==> src/rtl/tic_pkg.sv <==
package tic_pkg;

    localparam int unsigned CNT_W    = 4;
    localparam int unsigned DSEL_W   = 4;
    localparam int unsigned CFG_DW   = 32;

    localparam int unsigned CNT_MAX  = (1 << CNT_W) - 1;
    localparam int unsigned TAPS     = (1 << DSEL_W) - 1;
    localparam int unsigned CFG_USED = CNT_W + DSEL_W;

    typedef logic [CNT_W-1:0]  thr_t;
    typedef logic [DSEL_W-1:0] dsel_t;
    typedef logic [CNT_W:0]    run_ext_t;

    // packed order puts thr in the low nibble, dsel above it
    typedef struct packed {
        dsel_t dsel;
        thr_t  thr;
    } cfg_t;

    typedef enum logic {
        PATH_BYPASS = 1'b0,
        PATH_TAP    = 1'b1
    } dly_path_e;

    function automatic cfg_t cfg_unpack(input logic [CFG_USED-1:0] w);
        return cfg_t'(w);
    endfunction

    function automatic logic [CFG_DW-1:0] cfg_pack(input cfg_t c);
        return {{(CFG_DW-CFG_USED){1'b0}}, c};
    endfunction

    function automatic thr_t run_sat_inc(input thr_t c);
        return (c == thr_t'(CNT_MAX)) ? c : c + 1'b1;
    endfunction

    function automatic run_ext_t run_ext_inc(input thr_t c);
        return {1'b0, c} + run_ext_t'(1);
    endfunction

endpackage

==> src/rtl/tic_sync.sv <==
module tic_sync #(
    parameter int unsigned STAGES = 1
) (
    input  logic clk,
    input  logic rst,
    input  logic d,
    output logic q
);
    logic [STAGES-1:0] stg_q;

    generate
        if (STAGES == 1) begin : g_one
            always_ff @(posedge clk) begin
                if (rst) stg_q <= '0;
                else     stg_q <= d;
            end
        end else begin : g_chain
            always_ff @(posedge clk) begin
                if (rst) stg_q <= '0;
                else     stg_q <= {stg_q[STAGES-2:0], d};
            end
        end
    endgenerate

    assign q = stg_q[STAGES-1];
endmodule

==> src/rtl/tic_spike_filter.sv <==
module tic_spike_filter
    import tic_pkg::*;
(
    input  logic clk,
    input  logic rst,
    input  logic lvl_in,
    input  thr_t thr,
    output logic pass_q
);
    thr_t     run_q;
    run_ext_t run_next_ext;

    // one-bit-wider next count so that a saturated run still beats thr=15
    assign run_next_ext = run_ext_inc(run_q);

    always_ff @(posedge clk) begin
        if (rst) begin
            run_q  <= '0;
            pass_q <= 1'b0;
        end else if (lvl_in) begin
            run_q  <= run_sat_inc(run_q);
            pass_q <= (run_next_ext > {1'b0, thr});
        end else begin
            run_q  <= '0;
            pass_q <= 1'b0;
        end
    end
endmodule

==> src/rtl/tic_delay_line.sv <==
module tic_delay_line
    import tic_pkg::*;
(
    input  logic  clk,
    input  logic  rst,
    input  logic  din,
    input  dsel_t sel,
    output logic  dout
);
    logic [TAPS-1:0] sr_q;
    dsel_t           tap_idx;
    dly_path_e       path;

    generate
        if (TAPS == 1) begin : g_single
            always_ff @(posedge clk) begin
                if (rst) sr_q <= '0;
                else     sr_q <= din;
            end
        end else begin : g_shift
            always_ff @(posedge clk) begin
                if (rst) sr_q <= '0;
                else     sr_q <= {sr_q[TAPS-2:0], din};
            end
        end
    endgenerate

    assign path    = (sel == '0) ? PATH_BYPASS : PATH_TAP;
    assign tap_idx = sel - 1'b1;

    always_comb begin
        unique case (path)
            PATH_BYPASS: dout = din;
            PATH_TAP:    dout = sr_q[tap_idx];
            default:     dout = din;
        endcase
    end
endmodule

==> src/rtl/tic_cfg_reg.sv <==
module tic_cfg_reg
    import tic_pkg::*;
(
    input  logic                 clk,
    input  logic                 rst,
    input  logic                 we,
    input  logic [CFG_USED-1:0]  wbits,
    output cfg_t                 cfg_q,
    output logic [CFG_DW-1:0]    rdata
);
    always_ff @(posedge clk) begin
        if (rst)     cfg_q <= '0;
        else if (we) cfg_q <= cfg_unpack(wbits);
    end

    assign rdata = cfg_pack(cfg_q);
endmodule

==> src/rtl/trig_input_conditioner.sv <==
module trig_input_conditioner
    import tic_pkg::*;
#(
    parameter int unsigned SYNC_STAGES = 1
) (
    input  logic              clk,
    input  logic              rst,
    input  logic              trig_in,
    input  logic              cfg_we,
    input  logic [31:0]       cfg_wdata,
    output logic [31:0]       cfg_rdata,
    output logic              trig_out
);
    logic sync_q;
    logic pass_q;
    logic dly_out;
    cfg_t cfg_q;
    logic unused_wdata_hi;

    assign unused_wdata_hi = ^cfg_wdata[CFG_DW-1:CFG_USED];

    tic_cfg_reg i_cfg (
        .clk   (clk),
        .rst   (rst),
        .we    (cfg_we),
        .wbits (cfg_wdata[CFG_USED-1:0]),
        .cfg_q (cfg_q),
        .rdata (cfg_rdata)
    );

    tic_sync #(.STAGES(SYNC_STAGES)) i_sync (
        .clk (clk),
        .rst (rst),
        .d   (trig_in),
        .q   (sync_q)
    );

    tic_spike_filter i_filt (
        .clk    (clk),
        .rst    (rst),
        .lvl_in (sync_q),
        .thr    (cfg_q.thr),
        .pass_q (pass_q)
    );

    tic_delay_line i_dly (
        .clk  (clk),
        .rst  (rst),
        .din  (pass_q),
        .sel  (cfg_q.dsel),
        .dout (dly_out)
    );

    always_ff @(posedge clk) begin
        if (rst) trig_out <= 1'b0;
        else     trig_out <= dly_out;
    end
endmodule

==> config.mk <==
export PLATFORM = sky130hd
export DESIGN_NAME = trig_input_conditioner
export DESIGN_NICKNAME = d
export VERILOG_FILES = /design/src/rtl/tic_pkg.sv /design/src/rtl/tic_sync.sv /design/src/rtl/tic_spike_filter.sv /design/src/rtl/tic_delay_line.sv /design/src/rtl/tic_cfg_reg.sv /design/src/rtl/trig_input_conditioner.sv
export SDC_FILE = /design/constraint.sdc
export NUM_CORES = 1
export LEC_CHECK = 0
export BUFFER_PORTS_ARGS = -buffer_cell sky130_fd_sc_hd__buf_2
export CORE_ASPECT_RATIO = 1.1
export CORE_UTILIZATION = 35
export DETAILED_ROUTE_END_ITERATION = 8
export PLACE_DENSITY = 0.63
export SYNTH_ARGS = -nofsm -noshare
export SYNTH_HDL_FRONTEND = slang
export SYNTH_SLANG_ARGS = --single-unit
==> constraint.sdc <==
create_clock -name clk -period 2.4 [get_ports clk]
set_input_delay 0.12 -clock clk [delete_from_list [all_inputs] [get_ports clk]]
set_output_delay 0.12 -clock clk [all_outputs]
set_load 0.01 [all_outputs]
* Yosys cells after proc, flatten, opt, wreduce, memory -nomap -nowiden *
Index checks and enable logic that the tools add are counted.

word-level totals
  input port bits = 36
  register bits = 30
  logic and storage cells = 20

operators by class
  $lt $le $gt $ge = 2
  add/subtract/negate cells = 3
  bitwise logic cells = 1
  equal/unequal tests = 1
  muxes and demuxes = 4
  reduce and logical (&&, ||, !) cells = 2

operators by type and width
  operator                                                    count
  adder 4 x 1 -> 5 bit, second input constant                 1
  > comparator 5 x 4 -> 1 bit                                 1
  less-than comparator 4 x 5 -> 1 bit, second input constant  1
  adder 4 x 1 -> 4 bit, second input constant                 1
  binary-select mux 1 bit (select 4 bit)                      1
  equality test 4 bit, second input constant                  1
  zero test 4 bit                                             1
  subtractor 4 x 1 -> 4 bit, second input constant            1
  two-way mux 1 bit                                           2
  one-hot mux 1 bit (2 select lines)                          1
  OR reduction 2 bit                                          1
  inverter 1 bit                                              1

* Longest topological paths before layout *
  depth in word-level cells = 4
  mapped depth = 8

* Modules after synthesis *
A second synthesis with hierarchy kept.

unflattened totals
  cells, all modules = 152
  area, all modules = 1539.0 um^2

by module, submodules not included
  module                  sequential area each (um^2)  instances  area each (um^2)  cells an instance
  tic_delay_line          300.3                        1          625.6             54
  tic_cfg_reg             160.2                        1          529.3             59
  tic_spike_filter        100.1                        1          316.6             35
  tic_sync                20.0                         1          33.8              2
  trig_input_conditioner  20.0                         1          33.8              2

* Least setup slack after synthesis *
No wires, ideal clock.

  path kind = reg-to-reg
  start = register i_cfg.cfg_q[4] (netlist name)
  end = register trig_out
  path slack = 0.155 ns
  required time = 2.312 ns
  data arrival time = 2.157 ns
  cell stages (with the launch flop) = 9
  cell sequence = dfxtp_1 -> buf_4 -> inv_1 -> ha_1 -> xnor2_1 -> mux4_2 -> and4bb_1 -> a221oi_1 -> a311oi_2

between the ends
  cells in the longest elaborated chain, start to end = 4
  elaborated cells between the ends (all ways) = 6
  classes of those cells = add/sub (1); mux (4); reduce/logical (1)

RTL lines
  element                                  RTL line                      RTL
  subtractor 4 x 1 -> 4 bit                tic_delay_line.sv:29          assign tap_idx = sel - 1'b1;
  binary-select mux 1 bit (select 4 bit)   tic_delay_line.sv:34          PATH_TAP: dout = sr_q[tap_idx];
  two-way mux 1 bit (not written as such)  tic_delay_line.sv:34
  one-hot mux 1 bit (2 select lines) (*)   tic_delay_line.sv:32          unique case (path)
  end signal: assignment                   trig_input_conditioner.sv:56  else trig_out <= dly_out;
  end: declaration                         trig_input_conditioner.sv:12  output logic trig_out

Every way passes the cells marked *; elsewhere a longest branch is shown, timed or not. The select of a mux whose other input is x is not followed.
A chain may end at the register's enable or synchronous reset.

* Final worst setup path *
  start = register i_cfg.cfg_q[5] (netlist name)
  end = register trig_out

between the ends
  cells in the longest elaborated chain, start to end = 4
  elaborated cells between the ends (all ways) = 6
  classes of those cells = add/sub (1); mux (4); reduce/logical (1)

RTL lines
  element                                  RTL line
  subtractor 4 x 1 -> 4 bit                tic_delay_line.sv:29
  binary-select mux 1 bit (select 4 bit)   tic_delay_line.sv:34
  two-way mux 1 bit (not written as such)  tic_delay_line.sv:34
  one-hot mux 1 bit (2 select lines) (*)   tic_delay_line.sv:32

Marked as above.

==> impl_metrics.py <==
metrics = {
    "status": {
        "outcome": "finished, final reports clean",
    },
    "route": {
        "drc": 0,
        "drt-pass1-iter-count": 4,
        "drtIter0Drc": 28,
        "via_per_inst": 4.150,
        "vias": 913,
        "routedWlPerCell_um": 9.582,
        "ant_nets": 0,
        "drt_wl_total_um": 2108,
    },
    "worst_setup_path": {
        "critical_path_class": "reg -> reg",
        "crit_required_ns": 2.60,
        "worstPathArrival_ns": 2.25,
        "start_kind": "flop",
        "r2r_start": "i_cfg.cfg_q[5]$_SDFFE_PP0P_",
        "crit_start": "i_cfg.cfg_q[5]$_SDFFE_PP0P_",
        "crit_path_end_kind": "flop",
        "crit_fanout": 4,
    },
    "yosys": {
        "yosys_warnings": 0,
        "async_flop_share_pct": 0,
        "synth-seq-cells": 30,
        "synth_most_common_cell": "dfxtp_1",
        "ys.flop_type": "dfxtp_1",
        "syn_area_um2": 1433,
        "syn_inst": 143,
        "synthDistinctLibCells": 24,
        "synth-edff-count": 0,
        "ys_seq_area_share_pct": 41.92,
        "synth_top_area_share_pct": 41.92,
        "synth_top_cells_by_count": "dfxtp_1 (30), buf_4 (25), nor2b_1 (18)",
        "yosysTopAreaCell": "dfxtp_1",
        "avgSynthCellArea_um2": 10.02,
        "synth_area_leaders": "dfxtp_1 (42%), buf_4 (13%), mux2i_1 (9.1%)",
    },
    "sta": {
        "min_period_over_period_pct": 85.24,
        "fin_skew_ns": 0.008700,
        "setup_viol": 0,
        "period_minus_slack_ns": 2.046,
        "hold_viol": 0,
        "rsz0062_at_grt": "no",
        "fmaxAchievable_mhz": 488.8,
        "drv_slew": 0,
        "layout_setup_ws_ns": 0.3542,
        "setup_tns_ns": 0,
    },
    "cts": {
        "htreeDepth": 2,
        "clock_path_buffers": 2,
        "clock-sinks": 30,
        "cts_root_buf": "clkbuf_8",
        "clk_latency_ns": 0.28,
        "cts_resized": 0,
        "path_clk_slew_ns": 0.06,
        "cts_tree": "done",
        "cts_buffers": 5,
        "post_cts.repair.setup_buffers": 0,
        "cts_hold_buf": 0,
    },
    "global_route": {
        "grt_max_degree": 27,
        "grt_pass1_wl_um": 3581,
        "grt_antenna_before_repair": 0,
        "grt_overflow_total": 0,
        "grt_pass1_vias": 792,
        "track_usage_pct": 10.83,
    },
    "floorplanning": {
        "io_pins": 69,
        "die_w_um": 63,
        "die_area_um2": 4353,
        "core_area_um2": 3934,
        "num_rows": 24,
        "start_util_pct": 36.42,
        "die_h_um": 69.10,
    },
    "pwr": {
        "ir_drop_mv": 0.2256,
        "p_sw_share_pct": 24.57,
        "p_total_uw": 1055,
        "seqPwrFrac_pct": 49.3,
        "p_sw_uw": 259.1,
        "leakagePower_uw": 0.0007361,
        "clkPwrFrac_pct": 38.9,
        "internal_power_uw": 795.7,
        "powerDensity_nw_per_um2": 662.8,
        "power.share.combinational_pct": 11.9,
    },
    "run": {
        "maxCapViolCount": 0,
    },
    "final_layout": {
        "seq_area_um2": 600.6,
        "syn2layout_area_growth_pct": 11.09,
        "final_area_um2": 1592,
        "fillCellCount": 410,
        "nets": 210,
        "drive_gt1_share_pct": 19.05,
        "diodes": 0,
        "multi_input_area_um2": 689.4,
        "fin_cells": 220,
    },
    "placement": {
        "port_buffers": 20,
        "place_ws_ns": 0.3475,
        "globalplace.congestion": 0.7749,
        "dp_cells": 212,
        "hpwlAfterDp_um": 1544,
        "placed_area_um2": 1500,
    },
    "min_path": {
        "hold_path_startpoint": "trig_in",
        "hold_path.class": "in -> reg",
    },
}
[layout make-up]
class	instances	share of cell area, %
clock buffer	7	5.425
sequential	30	37.74
tap	52	4.088
timing repair buffer	22	7.233
inverter	8	1.887
multi-input combinational	100	43.32
clock inverter	1	0.3145
[state kept, by name, indices dropped and copies added, names as in the netlist]
signal / cells
trig_out: 1
i_cfg.cfg_q: 8
i_sync.q: 1
i_filt.pass_q: 1
i_dly.sr_q: 15
i_filt.run_q: 4
[worst max-delay path, cell delays in order, from the launching register on]
cell and delay, ns:
dfxtp_1 0.36, inv_1 0.08, ha_1 0.19, xnor2_1 0.27, mux4_2 0.53, and4bb_1 0.25, a221oi_1 0.05, a311oi_2 0.23
[metal layers]
layer  global-route usage [%]  wire length, um
met5                        0                0
met4                    4.651               36
met3                    5.464              130
met2                    15.89              894
met1                    13.16             1047
[cell usage in the layout (no fill, tap or decap), types with 2 or more instances in the layout]
master     n
mux4_2     2
conb_1    24
nor2b_1   18
inv_1      8
nor2_1    13
mux2i_1   13
dfxtp_1   30
ha_1       7
buf_2     20
clkbuf_8   6
buf_4      2
a221oi_1   2
a21oi_1    3
nand3_1    3
o21a_1     2
xnor2_1    4
[power by group through the flow]
| stage | clock network, uW | logic, uW | registers (uW) |
|---|---|---|---|
| after floorplan | 0 | 115 | 535 |
| after global placement | 0 | 124 | 531 |
| after detailed placement | 0 | 126 | 531 |
| after CTS | 429 | 126 | 520 |
| after global routing | 456 | 140 | 521 |
| final | 410 | 125 | 520 |
[cell families after synthesis]
group           after synthesis  synth area share [%]
simple gates                 39                 14.93
mux                          16                 13.01
fa+ha+maj                     7                 6.113
buf+inv                      36                 15.98
flops                        30                 41.92
compound gates                9                 4.715
xor+xnor                      5                 3.057
other cells                   1                0.2618
[per-stage QoR]
step,hold slack [ns],utilization (%)
after CTS,0.04224,40.46
after detailed placement,0.3378,38.14
after floorplan,0.1916,-
final,0.04666,40.46
after global placement,0.3347,38.14
after global routing,0.05027,40.46
[final timing paths]
path	slack (ns)	end	cells past startpoint
setup / recovery	0.35	trig_out$_SDFF_PP0_	7
hold / removal	0.05	i_sync.q$_SDFF_PP0_	2
setup reg to reg	0.35	trig_out$_SDFF_PP0_	7
hold reg to reg	0.45	i_dly.sr_q[10]$_SDFF_PP0_	1
(Power assumes the default switching activity.)
